**src/rtl/stn_scan_pkg.sv**
```systemverilog
package stn_scan_pkg;
  typedef enum logic [1:0] {
    PWR_OFF     = 2'd0,
    PWR_RAMP_UP = 2'd1,
    PWR_ON      = 2'd2,
    PWR_RAMP_DN = 2'd3
  } pwr_state_t;
endpackage

```
**src/rtl/stn_power_seq.sv**
```systemverilog
module stn_power_seq
  import stn_scan_pkg::*;
#(
  parameter int SETTLE_CYC = 1000
) (
  input  logic clk,
  input  logic rst_n,
  input  logic power_req,
  output logic scan_en,
  output logic hv_en,
  output logic blank_n,
  output logic seq_done
);
  localparam int CW = (SETTLE_CYC < 2) ? 1 : $clog2(SETTLE_CYC);
  localparam logic [CW-1:0] CNT_LAST = CW'(SETTLE_CYC - 1);

  pwr_state_t state;
  logic [CW-1:0] settle_cnt;

  always_ff @(posedge clk or negedge rst_n) begin
    if (!rst_n) begin
      state      <= PWR_OFF;
      settle_cnt <= '0;
    end else begin
      case (state)
        PWR_OFF: if (power_req) begin
          state      <= PWR_RAMP_UP;
          settle_cnt <= '0;
        end
        PWR_RAMP_UP: if (settle_cnt == CNT_LAST) state <= PWR_ON;
                     else settle_cnt <= settle_cnt + 1'b1;
        PWR_ON: if (!power_req) begin
          state      <= PWR_RAMP_DN;
          settle_cnt <= '0;
        end
        default: if (settle_cnt == CNT_LAST) state <= PWR_OFF;
                 else settle_cnt <= settle_cnt + 1'b1;
      endcase
    end
  end

  assign scan_en  = (state == PWR_ON);
  assign blank_n  = (state == PWR_ON);
  assign hv_en    = (state != PWR_OFF);
  assign seq_done = (state == PWR_OFF) || (state == PWR_ON);

  // Unblanking happens only once the supply has been up for a cycle or more
  assert_unblank_after_hv_R2: assert property (@(posedge clk) disable iff (!rst_n)
    $rose(blank_n) |-> (hv_en && $past(hv_en)));
  // Supply removal only ever follows blanking
  assert_hv_off_blanked_R3: assert property (@(posedge clk) disable iff (!rst_n)
    $fell(hv_en) |-> $past(!blank_n));
  // A ramp in progress runs to its end whatever the request does
  assert_ramp_up_holds_R4: assert property (@(posedge clk) disable iff (!rst_n)
    (state == PWR_RAMP_UP) |=> (state == PWR_RAMP_UP || state == PWR_ON));
  assert_ramp_dn_holds_R4: assert property (@(posedge clk) disable iff (!rst_n)
    (state == PWR_RAMP_DN) |=> (state == PWR_RAMP_DN || state == PWR_OFF));
endmodule

```
**src/rtl/stn_scan_counter.sv**
```systemverilog
module stn_scan_counter #(
  parameter int COLS    = 80,
  parameter int V_LINES = 240,
  parameter int LP_W    = 2,
  parameter int AW      = 15
) (
  input  logic          clk,
  input  logic          rst_n,
  input  logic          en,
  output logic          rd_req,
  output logic [AW-1:0] rd_addr,
  output logic          shift_pre,
  output logic          latch_pre,
  output logic          start_pre,
  output logic          flip_pre
);
  localparam int LINE_LEN = 2 * COLS + LP_W;
  localparam int LW = $clog2(LINE_LEN);
  localparam int VW = $clog2(V_LINES);
  localparam logic [LW-1:0] DATA_END  = LW'(2 * COLS);
  localparam logic [LW-1:0] LAST_CYC  = LW'(LINE_LEN - 1);
  localparam logic [VW-1:0] LAST_LINE = VW'(V_LINES - 1);

  logic [LW-1:0] cyc;
  logic [VW-1:0] line;
  logic [AW-1:0] base;
  logic          in_data;
  logic          last_line;

  always_ff @(posedge clk or negedge rst_n) begin
    if (!rst_n) begin
      cyc  <= '0;
      line <= '0;
      base <= '0;
    end else if (!en) begin
      cyc  <= '0;
      line <= '0;
      base <= '0;
    end else if (cyc == LAST_CYC) begin
      cyc <= '0;
      if (line == LAST_LINE) begin
        line <= '0;
        base <= '0;
      end else begin
        line <= line + 1'b1;
        base <= base + AW'(COLS);
      end
    end else begin
      cyc <= cyc + 1'b1;
    end
  end

  always_comb begin
    last_line = (line == LAST_LINE);
    in_data   = en && (cyc < DATA_END);
    rd_req    = in_data && !cyc[0];
    shift_pre = in_data && cyc[0];
    latch_pre = en && (cyc >= DATA_END);
    start_pre = latch_pre && last_line;
    flip_pre  = en && (cyc == DATA_END) && last_line;
    rd_addr   = base + AW'(cyc >> 1);
  end
endmodule

```
**src/rtl/stn_out_stage.sv**
```systemverilog
module stn_out_stage #(
  parameter int DW = 4
) (
  input  logic          clk,
  input  logic          rst_n,
  input  logic          rd_req,
  input  logic          shift_pre,
  input  logic          latch_pre,
  input  logic          start_pre,
  input  logic          flip_pre,
  input  logic [DW-1:0] rd_data,
  output logic [DW-1:0] px_data,
  output logic          shift_clk,
  output logic          line_latch,
  output logic          frame_start,
  output logic          ac_invert
);
  logic p_load, p_shift, p_latch, p_start, p_flip;

  always_ff @(posedge clk or negedge rst_n) begin
    if (!rst_n) begin
      p_load <= 1'b0; p_shift <= 1'b0; p_latch <= 1'b0;
      p_start <= 1'b0; p_flip <= 1'b0;
      px_data <= '0; shift_clk <= 1'b0; line_latch <= 1'b0;
      frame_start <= 1'b0; ac_invert <= 1'b0;
    end else begin
      p_load  <= rd_req;
      p_shift <= shift_pre;
      p_latch <= latch_pre;
      p_start <= start_pre;
      p_flip  <= flip_pre;
      if (p_load) px_data <= rd_data;
      shift_clk   <= p_shift;
      line_latch  <= p_latch;
      frame_start <= p_start;
      if (p_flip) ac_invert <= !ac_invert;
    end
  end

  assert_data_stable_R5: assert property (@(posedge clk) disable iff (!rst_n)
    shift_clk |-> $stable(px_data));
  assert_shift_single_R5: assert property (@(posedge clk) disable iff (!rst_n)
    shift_clk |=> !shift_clk);
  assert_no_overlap_R7: assert property (@(posedge clk) disable iff (!rst_n)
    !(shift_clk && line_latch));
  assert_start_in_latch_R8: assert property (@(posedge clk) disable iff (!rst_n)
    frame_start |-> line_latch);
  assert_invert_at_start_R9: assert property (@(posedge clk) disable iff (!rst_n)
    (ac_invert != $past(ac_invert)) |-> (frame_start && !$past(line_latch)));
endmodule

```
**src/rtl/stn_panel_scan.sv**
```systemverilog
module stn_panel_scan #(
  parameter int H_DOTS     = 320,
  parameter int V_LINES    = 240,
  parameter int BUS_W      = 4,
  parameter int LP_W       = 2,
  parameter int SETTLE_CYC = 1000,
  localparam int COLS      = H_DOTS / BUS_W,
  localparam int AW        = $clog2(COLS * V_LINES)
) (
  input  logic             clk,
  input  logic             rst_n,
  input  logic             power_req,
  output logic             rd_en,
  output logic [AW-1:0]    rd_addr,
  input  logic [BUS_W-1:0] rd_data,
  output logic [BUS_W-1:0] px_data,
  output logic             shift_clk,
  output logic             line_latch,
  output logic             frame_start,
  output logic             ac_invert,
  output logic             blank_n,
  output logic             hv_en,
  output logic             seq_done
);
  logic scan_en, shift_pre, latch_pre, start_pre, flip_pre;

  stn_power_seq #(.SETTLE_CYC(SETTLE_CYC)) u_pwr (
    .clk(clk), .rst_n(rst_n), .power_req(power_req),
    .scan_en(scan_en), .hv_en(hv_en), .blank_n(blank_n), .seq_done(seq_done)
  );

  stn_scan_counter #(.COLS(COLS), .V_LINES(V_LINES), .LP_W(LP_W), .AW(AW)) u_cnt (
    .clk(clk), .rst_n(rst_n), .en(scan_en),
    .rd_req(rd_en), .rd_addr(rd_addr),
    .shift_pre(shift_pre), .latch_pre(latch_pre),
    .start_pre(start_pre), .flip_pre(flip_pre)
  );

  stn_out_stage #(.DW(BUS_W)) u_out (
    .clk(clk), .rst_n(rst_n),
    .rd_req(rd_en), .shift_pre(shift_pre), .latch_pre(latch_pre),
    .start_pre(start_pre), .flip_pre(flip_pre), .rd_data(rd_data),
    .px_data(px_data), .shift_clk(shift_clk), .line_latch(line_latch),
    .frame_start(frame_start), .ac_invert(ac_invert)
  );

  assert_read_unblanked_R10: assert property (@(posedge clk) disable iff (!rst_n)
    rd_en |-> blank_n);
  assert_addr_range_R6: assert property (@(posedge clk) disable iff (!rst_n)
    rd_en |-> (int'(rd_addr) < COLS * V_LINES));
endmodule

```
**config.mk**
```make
export PLATFORM = sky130hd
export DESIGN_NAME = stn_panel_scan
export DESIGN_NICKNAME = d
export VERILOG_FILES = /design/src/rtl/stn_scan_pkg.sv /design/src/rtl/stn_power_seq.sv /design/src/rtl/stn_scan_counter.sv /design/src/rtl/stn_out_stage.sv /design/src/rtl/stn_panel_scan.sv
export SDC_FILE = /design/constraint.sdc
export NUM_CORES = 1
export LEC_CHECK = 0
export ABC_CLOCK_PERIOD_IN_PS = 3500
export CAP_MARGIN = 20
export CORE_ASPECT_RATIO = 1.25
export CORE_MARGIN = 5
export CORE_UTILIZATION = 60
export DETAILED_ROUTE_END_ITERATION = 7
export PLACE_DENSITY = 0.85
export SLEW_MARGIN = 10
export SYNTH_ARGS = -nofsm -noshare
export SYNTH_HDL_FRONTEND = slang
export SYNTH_HIERARCHICAL = 1
export SYNTH_SLANG_ARGS = --single-unit
```
**constraint.sdc**
```tcl
create_clock -name clk -period 3.5 [get_ports clk]
set_input_delay 0.875 -clock clk [delete_from_list [all_inputs] [get_ports clk]]
set_output_delay 0.875 -clock clk [all_outputs]
set_load 0.01 [all_outputs]
```
==> results.sh <==
export IMPL_outcome="completed"
export IMPL_tritoncts="yes"
export IMPL_cp_slowest_cell="clkdlybuf4s50_1"
export IMPL_worstPathRequired_ns=2.62
export IMPL_worst_path_max_fanout=8
export IMPL_area_growth_pct=16.9
export IMPL_place_congestion=0.877
export IMPL_fin_nets=349
export IMPL_vias=2274
export IMPL_synth_ff_type="dfrtp_1"
export IMPL_drc=0
export IMPL_min_delay_path_depth=0
export IMPL_async_flop_share_pct=100
export IMPL_use_met2_pct=38.9
export IMPL_n_antenna_cell=0
export IMPL_finalSetupViolCount=0
export IMPL_ys_ff_latch=52
export IMPL_clk_path_buf_depth=2
export IMPL_syn_inst=298
export IMPL_die_area_um2=6320
export IMPL_yosysWarnings=6
export IMPL_htreeDepth=2
export IMPL_synthTopCellsByArea="dfrtp_1 45%, ha_1 5.6%, xor2_1 4.5%, o21ai_0 4.0%, nand2_1 3.0%"
export IMPL_start_util_pct=61.6
export IMPL_regToRegSetupSlack_ns=1.16
export IMPL_clock_sinks=52
export IMPL_path_class="reg -> out"
export IMPL_syn_num_nets=318
export IMPL_post_cts_buffers=0
export IMPL_reg2reg_from="u_pwr/state[0]"
export IMPL_grt_max_degree=35
export IMPL_cts_root_buf="clkbuf_8"
export IMPL_p_per_area_nw_per_um2=315
export IMPL_die_y_um=87.6
export IMPL_synth_most_common_cell="dfrtp_1"
export IMPL_port_buffers=33
export IMPL_drt_iter0_drc=162
export IMPL_grt_pass1_wl_um=10600
export IMPL_fp_row_count=28
export IMPL_yosys_area_top_type="dfrtp_1"
export IMPL_fin_ws_ns=0.126
export IMPL_die_w_um=72.1
export IMPL_p_leak_nw=1.51
export IMPL_drive_above_1_share_pct=10.3
export IMPL_period_share_pct=96.4
export IMPL_cpPeakStageDelay_ns=0.55
export IMPL_worst_slew_pin_slew_ns=0.752
export IMPL_crit_chain="ha_1 -> a21o_1 -> a21oi_1 -> buf_4 -> nor3_1 -> xor2_1 -> clkdlybuf4s50_1"
export IMPL_insertion_delay_ns=0.30
export IMPL_busiest_layer="met2"
export IMPL_start_kind="flop"
export IMPL_dp_hpwl_um=4410
export IMPL_synth_distinct_cells=51
export IMPL_ant_nets=0
export IMPL_vias_per_cell=5.83
export IMPL_preCtsSetupSlack_ns=0.431
export IMPL_rr_worst_depth=7
export IMPL_skew_ns=0.00749
export IMPL_antenna_found_initial=0
export IMPL_reg2reg_to="u_cnt/line[3]"
export IMPL_cts_inserted_buffers=5
export IMPL_gr_total_overflow=0
export IMPL_grtUsageTotal_pct=20.8
export IMPL_syn_area_um2=2890
export IMPL_dr_pass1_iters=5
export IMPL_maxSlewViolCount=0
export IMPL_first_global_vias=2340
export IMPL_path_buf_inv=2
export IMPL_max_freq_mhz=296
export IMPL_syn_avg_cell_area_um2=9.70
export IMPL_worstSetupStartpoint="u_cnt/cyc[6]"
export IMPL_cap_violations=0
export IMPL_synth_top_area_share_pct=45.0
export IMPL_ys_seq_area_share_pct=45.0
export IMPL_rsz0062_at_grt="true"
export IMPL_ir_worst_vdd_uv=230
export IMPL_wl_per_cell_um=15.4
export IMPL_worst_setup_path_end_kind="output port"
export IMPL_synth_edff_count=0
export IMPL_hold_viol_final=0
export IMPL_maxSlewHeadroom_pct=49.9
export IMPL_min_path_type="reg -> reg"
export IMPL_wirelength_um=5990
export IMPL_worstHoldEndpoint="u_out/shift_clk"
export IMPL_ioPinCount=34
export IMPL_min_period_ns=3.37
export IMPL_power_mw=1.06
export IMPL_path_clk_slew_ns=0.09
export IMPL_critPathTopFamily="buffers and inverters"
export IMPL_synth_common_cells="52 x dfrtp_1, 23 x nand2_1, 23 x nor2_1, 23 x o21ai_0, 17 x a21oi_1"
export IMPL_core_area_um2=4690
export IMPL_met1_usage_pct=24.2
export IMPL_grt_use_met3_pct=4.02
export IMPL_hp_start="u_out/p_shift"
export IMPL_cp_arrival_ns=2.50
## stage by stage
| stage | hold WS [ns] | cells | TNS (ns) | utilization (%) | cell area [um^2] |
|---|---|---|---|---|---|
| final | 0.351 | 390 | 0 | 72.0 | 3380 |
| after global routing | 0.356 | 390 | -0.00113 | 72.0 | 3380 |
| after CTS | 0.356 | 390 | 0 | 71.7 | 3370 |
| after detailed placement | 0.339 | 382 | 0 | 69.0 | 3240 |
| after global placement | 0.332 | 382 | 0 | 69.0 | 3240 |
| after floorplan | 0.331 | 298 | 0 | - | 2890 |
## area by class of cell
| type | count | area [um^2] |
|---|---|---|
| repair buffers | 38 | 365 |
| fillers | 362 | 1320 |
| flip-flops and latches | 52 | 1300 |
| clock inverters | 1 | 30.0 |
| multi-input cells | 219 | 1460 |
| well taps | 60 | 75.1 |
| inverters | 13 | 48.8 |
| clock buffers | 7 | 96.3 |
## worst register-to-register path, stage by stage (launching register included)
cell and delay (ns):
dfrtp_1 0.41, inv_1 0.10, ha_1 0.37, buf_4 0.22, inv_1 0.17, a41o_1 0.39, or4_1 0.50, o21ai_0 0.09
## power by group
| part | leakage, nW | internal [mW] | switching [mW] |
|---|---|---|---|
| registers | 0.712 | 0.600 | 0 |
| clock network | 0.0645 | 0.252 | 0.190 |
| logic | 0.737 | 0.00852 | 0.0142 |
| total | 1.51 | 0.861 | 0.204 |
## flip-flops by register name, summed over array words and instances (netlist names), 2 cells and up
name / cells
u_out/px_data: 4
u_cnt/line: 8
u_pwr/state: 2
u_pwr/settle_cnt: 10
u_cnt/cyc: 8
u_cnt/base: 11
## logic make-up (layout without fill, tap and decap cells)
group	after synthesis	count (layout)	synth area share, %
and+or+nand+nor	108	108	20.1
xor gates and xnor gates	24	24	7.27
muxes	7	7	2.81
other	1	1	0.130
buffers and inverters	27	59	4.76
AOI/OAI and AO/OA	66	66	14.3
adders and majority gates	13	13	5.63
DFF	52	52	45.0
## worst max path at each step
stage | to | slack [ns] | depth (start not counted)
after detailed placement | rd_addr[14] | 0.43 | 7
after floorplan | rd_addr[8] | 0.85 | 5
after global placement | rd_addr[14] | 0.54 | 7
after CTS | rd_addr[14] | 0.1 | 7
final | rd_addr[13] | 0.13 | 7
after global routing | rd_addr[13] | -0.001 | 7
## placed cells by master (no fill, tap or decap), types with 2 or more instances in the layout
cell type	Yosys	routed
or3_1	4	4
nor3_1	13	13
inv_1	13	13
or4_1	4	4
nand3_1	10	10
ha_1	13	13
nand4_1	5	5
a21o_1	3	3
o21a_1	2	2
clkbuf_8	0	7
nand2b_1	3	3
mux2_2	5	5
clkdlybuf4s50_1	0	31
nor4_1	10	10
a21oi_1	17	17
o21ai_0	23	23
a211oi_2	0	2
dfrtp_1	52	52
and3_2	2	2
xnor2_1	9	9
buf_4	3	5
a22o_1	5	5
xor2_1	15	15
o31ai_1	2	2
nor2_1	23	23
nand2_1	23	23
a31oi_1	2	2
## metal layers
layer	routed length, um	share of wire, %
met5	0	0
met4	40	0.67
met2	3190	53
met3	253	4.2
met1	2510	42
## timing repair
item                                    CTS  global route
endpoints found under the setup margin    0             1
hold buffers                              0             0
gates resized for setup                   0             3
Note: power is estimated with default switching activity, not from simulation.
